`src/rtl/regidx_flatten.sv`:
```
module regidx_flatten #(
  parameter int NUM_WIN  = 8,
  parameter int MAX_GLV  = 4,
  parameter int NUM_UREG = 8,
  parameter bit REG_OUT  = 1'b1,
  localparam int NUM_ARCH = 32,
  localparam int GLB_SZ   = MAX_GLV * 8,
  localparam int WIN_SZ   = NUM_WIN * 16,
  localparam int TOTAL    = GLB_SZ + WIN_SZ + NUM_UREG,
  localparam int IDX_W    = $clog2(TOTAL),
  localparam int LIMIT    = 3 * NUM_ARCH + NUM_UREG,
  localparam int RN_W     = $clog2(LIMIT + 1),
  localparam int GL_W     = (MAX_GLV > 1) ? $clog2(MAX_GLV) : 1,
  localparam int CW_W     = $clog2(NUM_WIN),
  localparam int WW       = CW_W + 4
) (
  input  logic             clk,
  input  logic             rst_n,
  input  logic             in_vld,
  input  logic [RN_W-1:0]  reg_num,
  input  logic [GL_W-1:0]  glvl,
  input  logic [CW_W-1:0]  cwp,
  output logic             out_vld,
  output logic [IDX_W-1:0] flat_idx,
  output logic             bad_idx
);

  logic [RN_W-1:0]  ofs;
  logic [1:0]       wsel;
  logic             micro, bad_c;
  logic [CW_W-1:0]  cadj;
  logic [WW-1:0]    wrel;
  logic [IDX_W-1:0] idx_c;

  always_comb begin
    ofs   = reg_num;
    wsel  = 2'd0;
    micro = 1'b0;
    bad_c = 1'b0;
    if (int'(reg_num) < NUM_ARCH) begin
      ofs = reg_num;
    end else if (int'(reg_num) < NUM_ARCH + NUM_UREG) begin
      micro = 1'b1;
    end else if (int'(reg_num) < 2 * NUM_ARCH + NUM_UREG) begin
      ofs  = RN_W'(int'(reg_num) - (NUM_ARCH + NUM_UREG));
      wsel = 2'd1;
    end else if (int'(reg_num) < LIMIT) begin
      ofs  = RN_W'(int'(reg_num) - (2 * NUM_ARCH + NUM_UREG));
      wsel = 2'd2;
    end else begin
      bad_c = 1'b1;
    end
  end

  assign cadj = (wsel == 2'd1) ? cwp - 1'b1 :
                (wsel == 2'd2) ? cwp + 1'b1 : cwp;

  assign wrel = WW'(ofs) - WW'(8) - {cadj, 4'h0};

  always_comb begin
    if (bad_c)
      idx_c = '0;
    else if (micro)
      idx_c = IDX_W'(GLB_SZ + WIN_SZ) + IDX_W'(int'(reg_num) - NUM_ARCH);
    else if (int'(ofs) < 8)
      idx_c = IDX_W'(ofs) + IDX_W'({glvl, 3'b000});
    else
      idx_c = IDX_W'(GLB_SZ) + IDX_W'(wrel);
  end

  generate
    if (REG_OUT) begin : g_reg
      always_ff @(posedge clk or negedge rst_n) begin
        if (!rst_n) begin
          out_vld  <= 1'b0;
          flat_idx <= '0;
          bad_idx  <= 1'b0;
        end else begin
          out_vld <= in_vld;
          if (in_vld) begin
            flat_idx <= idx_c;
            bad_idx  <= bad_c;
          end
        end
      end

      assert_vld_follow_R7: assert property (@(posedge clk) disable iff (!rst_n)
        in_vld |=> out_vld);
      assert_vld_drop_R7: assert property (@(posedge clk) disable iff (!rst_n)
        !in_vld |=> !out_vld);
      assert_hold_R9: assert property (@(posedge clk) disable iff (!rst_n)
        !in_vld |=> ($stable(flat_idx) && $stable(bad_idx)));
      assert_bad_zero_R6: assert property (@(posedge clk) disable iff (!rst_n)
        bad_idx |-> (flat_idx == '0));
      assert_in_range_R2: assert property (@(posedge clk) disable iff (!rst_n)
        (out_vld && !bad_idx) |-> (int'(flat_idx) < TOTAL));
      assert_bad_cause_R6: assert property (@(posedge clk) disable iff (!rst_n)
        in_vld |=> (bad_idx == (int'($past(reg_num)) >= LIMIT)));
    end else begin : g_comb
      assign out_vld  = in_vld;
      assign flat_idx = idx_c;
      assign bad_idx  = bad_c;
    end
  endgenerate

endmodule

```
`config.mk`:
```
export PLATFORM = sky130hd
export DESIGN_NAME = regidx_flatten
export DESIGN_NICKNAME = d
export VERILOG_FILES = /design/src/rtl/regidx_flatten.sv
export SDC_FILE = /design/constraint.sdc
export NUM_CORES = 1
export LEC_CHECK = 0
export ABC_AREA = 1
export BUFFER_PORTS_ARGS = -buffer_cell sky130_fd_sc_hd__buf_2
export CAP_MARGIN = 20
export CORE_MARGIN = 5
export CORE_UTILIZATION = 55
export DETAILED_ROUTE_END_ITERATION = 8
export PLACE_DENSITY = 0.82
export SYNTH_ARGS = -nofsm -noshare
export SYNTH_HDL_FRONTEND = slang
export SYNTH_SLANG_ARGS = --single-unit
```
`constraint.sdc`:
```
create_clock -name clk -period 1.7 [get_ports clk]
set_input_delay 0.085 -clock clk [delete_from_list [all_inputs] [get_ports clk]]
set_output_delay 0.085 -clock clk [all_outputs]
set_load 0.01 [all_outputs]
```
==> impl_metrics.py, run 1 <==
metrics = {
    "timing": {
        "drv_slew": 0,
        "hold_viol": 0,
        "fin_skew_ps": 0,
        "finalCriticalPeriod_ps": 2550,
        "rsz0062_at_grt": "yes",
        "setup_slack_ps": -852,
        "clock.fmax_ghz": 0.392,
        "worst_slew_pin_slew_ps": 359,
        "timing.hold.ws_ps": 59.8,
        "setup_viol": 5,
        "finalCritPeriodShare_pct": 150,
        "slew_headroom_pct": 75.9,
    },
    "global_route": {
        "grt_pass1_vias": 1243,
        "met2_usage_pct": 50.8,
        "antenna_found_initial": 0,
        "grt_max_degree": 11,
        "grt_first_pass_wirelength_um": 5470,
        "overflow": 0,
        "grt_use_total_pct": 27.6,
        "grt_use_met3_pct": 8.55,
        "grt_busiest_layer": "met2",
        "globalRouteMet1Util_pct": 29.9,
    },
    "synthesis": {
        "synth_edf_count": 0,
        "async_flop_share_pct": 100,
        "synthFlopType": "dfrtp_1",
        "synthesis.nets": 166,
        "yosys_warnings": 0,
        "synth_area_leaders": "dfrtp_1 (25%), ha_1 (15%), nand2_1 (12%)",
        "syn_area_per_cell_sq_um": 7.23,
        "yosysTopAreaCell": "dfrtp_1",
        "yosysSeqAreaShare_pct": 25.1,
        "yosysMostFrequentCell": "nand2_1",
        "synth_area_sq_um": 997,
        "ys_types": 23,
        "synth_cells": 138,
        "synth_common_cells": "nand2_1 (32), inv_1 (22), ha_1 (12)",
        "synth_top_area_share_pct": 25.1,
        "synth-seq-cells": 10,
    },
    "clock_tree": {
        "clk_pin_slew_worst_paths_ps": 80,
        "h-tree-depth": 1,
        "cts_made_buffers": 3,
        "clkSinkCount": 10,
        "cts_tree": "yes",
        "clk-insertion-delay-late_ps": 280,
        "clockRootBuffer": "clkbuf_4",
        "cts.path.max_buffers": 2,
    },
    "detailed_routing": {
        "drt_iter0_markers": 152,
        "postRouteAntennaNets": 0,
        "vias_per_cell": 6.29,
        "drc": 0,
        "wl_per_cell_um": 22.8,
        "dr.pass1.iters": 5,
        "wl_um": 5100,
        "vias": 1410,
    },
    "setup_path": {
        "critPathCaptureType": "flip-flop",
        "worst-path-buf-inv": 4,
        "worstSetupPathType": "input pin to flip-flop",
        "cp.arrival_ps": 2700,
        "worst-path-stages": 17,
        "cpPeakStageDelay_ps": 260,
        "slowest_stage": "ha_4",
        "cp_max_fo": 4,
        "timing.rr.end": "bad_idx$_DFFE_PN0P_",
        "worstSetupStartpointType": "input pin",
        "reg2reg_depth": 2,
        "path_delay_family": "adder cells",
        "path_cells": "buf_6 -> clkinvlp_4 -> ha_4 -> inv_4 -> o21ai_1 -> nand2_1 -> nand2_2 -> xor2_1 -> ha_1 -> inv_1 -> ha_4 -> a21oi_2 -> nand3b_1 -> nand2_1 -> ha_1 -> a21oi_2 -> o21ai_1",
        "worstPathRequired_ps": 1850,
        "reg2reg_from": "bad_idx$_DFFE_PN0P_",
        "r2r_setup_slack_ps": 940,
    },
    "pwr": {
        "clkPwrFrac_pct": 17.0,
        "power_density_nw_per_um2": 834,
        "power_frac_seq_pct": 24.0,
        "switching_share_pct": 44.4,
        "power_frac_comb_pct": 58.9,
        "internal_power_mw": 0.751,
        "p_sw_mw": 0.601,
        "ir_drop_mv": 0.868,
        "p_leak_nw": 0.872,
        "power_mw": 1.35,
    },
    "min_path": {
        "hp-start": "reg_num[0]",
        "hold-path-endpoint": "flat_idx[0]$_DFFE_PN0P_",
        "hold_depth": 2,
        "hp-class": "input pin to flip-flop",
    },
    "cells_and_area": {
        "drive_gt1_share_pct": 48.2,
        "areaGrowthSynthToFinish_pct": 62.5,
        "diodes": 0,
        "nets": 228,
    },
    "place": {
        "port_buffers": 24,
        "gp_congestion": 0.823,
        "hpwl_um": 2220,
    },
    "die": {
        "die_width_um": 52.6,
        "core_sq_um": 1730,
        "initial_utilization_pct": 57.8,
        "die-area_sq_um": 2760,
        "ioPinCount": 25,
        "num_rows": 15,
        "die_height_um": 52.6,
    },
    "flow_run": {
        "max_cap_viol_count": 0,
    },
    "outcome": {
        "violations": "setup timing",
        "run_status": "finished with violations",
    },
}
## flip-flops by register name, summed over array words and instances (netlist names)
name,flops
bad_idx,1
flat_idx,8
out_vld,1
## cells in the final DEF, fill, tap and decap left out, types with 2 or more instances in the layout
cell	synthesis	layout
buf_4	0	27
inv_1	22	15
buf_2	0	22
nor2_2	1	3
nand3b_1	2	2
nand3_2	2	4
dfrtp_1	10	10
clkbuf_4	0	3
xnor2_1	2	2
clkinvlp_4	0	2
inv_2	2	6
nor2_1	10	8
o21ai_1	4	6
xor2_2	0	2
nand3_1	9	6
ha_1	12	8
dlygate4sd3_1	0	2
ha_4	0	4
buf_6	0	5
a21oi_2	0	2
nand2_2	4	7
nand3_4	1	2
nand4_1	3	3
nand2_1	32	29
xor2_1	6	4
a21oi_1	6	3
## power by group through the flow
stage	logic [mW]	registers [mW]	clock network, mW
after floorplan	0.343	0.344	0
after global placement	0.560	0.316	0
after detailed placement	0.594	0.319	0
after CTS	0.621	0.315	0.212
after global routing	0.848	0.327	0.237
final	0.796	0.325	0.230
## worst register-to-register path: cells and delay by family, from the launching register on
kind,cells,cell delay [ps]
AND/OR/NAND/NOR,2,250
flip-flops,1,390
## how the worst max path moves through the flow
stage	from	end	slack, ps
finish	reg_num[4]	flat_idx[7]$_DFFE_PN0P_	-850
global route	reg_num[4]	flat_idx[7]$_DFFE_PN0P_	-890
CTS	reg_num[3]	flat_idx[6]$_DFFE_PN0P_	-400
detailed placement	reg_num[4]	flat_idx[6]$_DFFE_PN0P_	-720
global placement	reg_num[3]	flat_idx[6]$_DFFE_PN0P_	-640
floorplan	reg_num[4]	flat_idx[6]$_DFFE_PN0P_	-430
## stage by stage
step                utilization, %  setup WS (ps)  area, sq um  setup TNS, ps  std cells
floorplan                        -           -428         1070          -1080        138
global placement              80.9           -638         1400          -2220        210
detailed placement            80.9           -719         1400          -2620        210
CTS                           88.6           -403         1530           -955        221
global route                  93.8           -887         1620          -3100        224
finish                        93.8           -852         1620          -2760        224
## routing by layer
layer / vias up / routed length [um]
li1: 565 / -
met1: 597 / 1670
met2: 178 / 2260
met3: 70 / 704
met4: 0 / 471
met5: - / 0
## kinds of logic (layout without fill, tap and decap cells)
group           after synthesis  count (layout)  synth area share, %
fa+ha+maj                    13              13                 17.1
compound gates               17              17                 9.54
mux                           1               1                 1.00
simple gates                 65              65                 31.2
buf+inv                      24              85                 9.03
flops                        10              10                 25.1
xor+xnor                      8               8                 7.03
## repair_timing
action | in CTS | in global routing
gates resized for setup | 8 | 17
pin swaps | 12 | 14
setup buffers | 5 | 3
hold buffers | 2 | 0
endpoints found under the setup margin | 5 | 5
cloned | 0 | 0
hold endpoints to repair | 11 | 0
## final cells by class
class                   count  area [sq um]
multi-input cells         104           798
repair buffers             57           404
flip-flops and latches     10           250
fillers                    63           106
inverters                  24           100
clock buffers               4          36.3
well taps                  25          31.3
(Power assumes the default switching activity.)
==> inputs of run 2 (changes only) <==
- ABC_AREA: 1 -> default
- PLACE_DENSITY: 0.82 -> 0.81
- SKIP_CTS_REPAIR_TIMING: default -> 1
==> run 2 against run 1 <==
- final cell count decreased by 11%
- fmax is 1.3% lower
- die area up 5.2%
- worst hold slack worse by 9.7 ps
- the run still ends with setup timing left
- sequential share of layout area is 0.11 points higher
- critical path depth fell by 1
- clock skew did not move
- via count is 11% lower
- wire length down 16%
- combinational power increased by 11%
- largest power group unchanged
- register-to-register slack got worse by 380 ps
- global-route usage down 0.63 points
==> impl_metrics.py, run 2 <==
metrics = {
    "global_route": {
        "grt_pass1_vias": 1244,
        "grt_use_total_pct": 26.9,
        "grt_first_pass_wirelength_um": 5640,
        "grt_max_degree": 12,
        "overflow": 0,
        "antenna_found_initial": 0,
    },
    "detailed_routing": {
        "drt_iter0_markers": 86,
        "postRouteAntennaNets": 0,
        "wl_met2_um": 2050,
        "vias": 1259,
        "vias_per_cell": 6.30,
        "wl_met3_um": 412,
        "wl_met1_um": 1480,
        "top_layer_used": "met4",
        "drc": 0,
        "dr.pass1.iters": 4,
        "wl_um": 4290,
        "wl_per_cell_um": 21.5,
    },
    "clock_tree": {
        "cts.path.max_buffers": 2,
        "clk-insertion-delay-late_ps": 260,
        "cts_made_buffers": 3,
        "clkSinkCount": 10,
        "cts_tree": "yes",
        "clockRootBuffer": "clkbuf_4",
        "clk_pin_slew_worst_paths_ps": 60,
        "h-tree-depth": 1,
    },
    "setup_path": {
        "worstSetupStartpointType": "input pin",
        "worstPathRequired_ps": 1900,
        "cp.arrival_ps": 2780,
        "worstSetupPathType": "input pin to flip-flop",
        "r2r_setup_slack_ps": 560,
        "reg2reg_from": "flat_idx[5]$_DFFE_PN0P_",
        "cp_max_fo": 4,
        "timing.rr.end": "flat_idx[5]$_DFFE_PN0P_",
        "reg2reg_depth": 3,
        "critPathCaptureType": "flip-flop",
    },
    "die": {
        "num_rows": 15,
        "die-area_sq_um": 2910,
        "core_sq_um": 1780,
        "ioPinCount": 25,
        "initial_utilization_pct": 59.5,
        "die_width_um": 53.9,
        "die_height_um": 53.9,
    },
    "timing": {
        "setup_viol": 5,
        "rsz0062_at_grt": "yes",
        "clock.fmax_ghz": 0.387,
        "timing.setup.tns_ps": -3160,
        "finalCriticalPeriod_ps": 2580,
        "setup_slack_ps": -885,
        "drv_slew": 0,
        "fin_skew_ps": 0,
        "hold_viol": 0,
        "finalCritPeriodShare_pct": 152,
        "worst_slew_pin_slew_ps": 553,
        "slew_headroom_pct": 63.1,
    },
    "cells_and_area": {
        "regMostFlops": "flat_idx",
        "areaGrowthSynthToFinish_pct": 51.7,
        "instances_no_fill": 200,
        "drive_gt1_share_pct": 50.3,
        "nFillCells": 73,
        "final_common_cell": "buf_4",
        "most-common-layout-cells": "buf_4 (33), buf_2 (23), dfrtp_1 (10)",
        "nets": 205,
        "postLayoutCoreUtil_pct": 90.2,
        "biggestRegsByFlops": "flat_idx: 8 flops, bad_idx: 1 flops, out_vld: 1 flops",
        "largest_reg_flops": 8,
        "diodes": 0,
    },
    "min_path": {
        "hold-path-endpoint": "out_vld$_DFF_PN0_",
        "hp-class": "input pin to flip-flop",
        "hp-start": "in_vld",
        "hold_depth": 1,
    },
    "synthesis": {
        "ys_types": 42,
        "synth_area_sq_um": 1060,
        "synth-seq-cells": 10,
        "yosys_warnings": 0,
        "yosysTopAreaCell": "dfrtp_1",
        "synth_top_area_share_pct": 23.6,
        "async_flop_share_pct": 100,
        "yosysSeqAreaShare_pct": 23.6,
        "synthesis.nets": 144,
        "synth_area_leaders": "dfrtp_1 (24%), ha_1 (14%), inv_1 (5.0%)",
        "synthFlopType": "dfrtp_1",
        "synth_cells": 116,
        "synth_common_cells": "inv_1 (14), ha_1 (12), dfrtp_1 (10)",
        "synth_edf_count": 0,
        "yosysMostFrequentCell": "inv_1",
        "syn_area_per_cell_sq_um": 9.15,
    },
    "outcome": {
        "run_status": "finished with violations",
        "violations": "setup timing",
    },
    "place": {
        "gp_congestion": 0.846,
        "port_buffers": 24,
        "placed_cells": 195,
        "hpwl_um": 2600,
        "post-place-ws_ps": -935,
    },
    "pwr": {
        "p_leak_nw": 0.781,
        "ir_drop_mv": 0.961,
        "power_density_nw_per_um2": 863,
        "power_mw": 1.39,
    },
    "flow_run": {
        "max_cap_viol_count": 0,
    },
}
## run 2: power by group
part / switching (mW) / internal, mW
registers: 0.0477 / 0.294
logic: 0.446 / 0.439
clock network: 0.0793 / 0.0818
total: 0.573 / 0.815
## run 2: cell type report
cell class	count	area, sq um	area share [%]
Sequential cell	10	250	15.6
Clock buffer	3	22.5	1.40
Inverter	14	56.3	3.50
Multi-Input combinational cell	89	850	52.8
Timing Repair Buffer	59	399	24.8
Tap cell	25	31.3	1.94
## run 2: worst max path at each step
stage | from | depth (start not counted) | slack (ps) | end
global placement | reg_num[4] | 16 | -870 | flat_idx[6]$_DFFE_PN0P_
floorplan | reg_num[3] | 15 | -700 | flat_idx[6]$_DFFE_PN0P_
global route | reg_num[3] | 16 | -1010 | flat_idx[6]$_DFFE_PN0P_
detailed placement | reg_num[4] | 16 | -940 | flat_idx[6]$_DFFE_PN0P_
finish | reg_num[3] | 16 | -880 | flat_idx[6]$_DFFE_PN0P_
CTS | reg_num[4] | 16 | -750 | flat_idx[7]$_DFFE_PN0P_
## run 2: worst max-delay path: stages
cell and delay (ps):
buf_8 80, clkinvlp_4 110, ha_4 180, and2b_4 300, xor2_4 240, o21a_1 190
inv_2 60, ha_4 290, nand2b_4 60, a21o_1 160, a21oi_2 170, xnor2_1 170
xnor2_1 120, ha_2 340, nand2_2 60, o2bb2ai_2 150
## run 2: cells by family after synthesis
| family | Yosys count | synth area share, % |
|---|---|---|
| buffers and inverters | 17 | 6.60 |
| xor gates and xnor gates | 10 | 10.0 |
| DFF | 10 | 23.6 |
| and+or+nand+nor | 28 | 15.0 |
| AOI/OAI and AO/OA | 34 | 24.5 |
| adders and majority gates | 13 | 16.0 |
| muxes | 4 | 4.24 |
## run 2: metal layers
| metal | global-route usage (%) | vias up |
|---|---|---|
| met5 | 0 | - |
| li1 | - | 534 |
| met3 | 4.99 | 42 |
| met2 | 48.4 | 127 |
| met1 | 30.8 | 556 |
| met4 | 11.1 | 0 |
## run 2: stage by stage
step	hold slack, ps	cell area, sq um
final	50.1	1610
after global placement	-54.4	1500
after CTS	-328	1520
after detailed placement	-48.7	1500
after floorplan	-211	1110
after global routing	56.8	1610
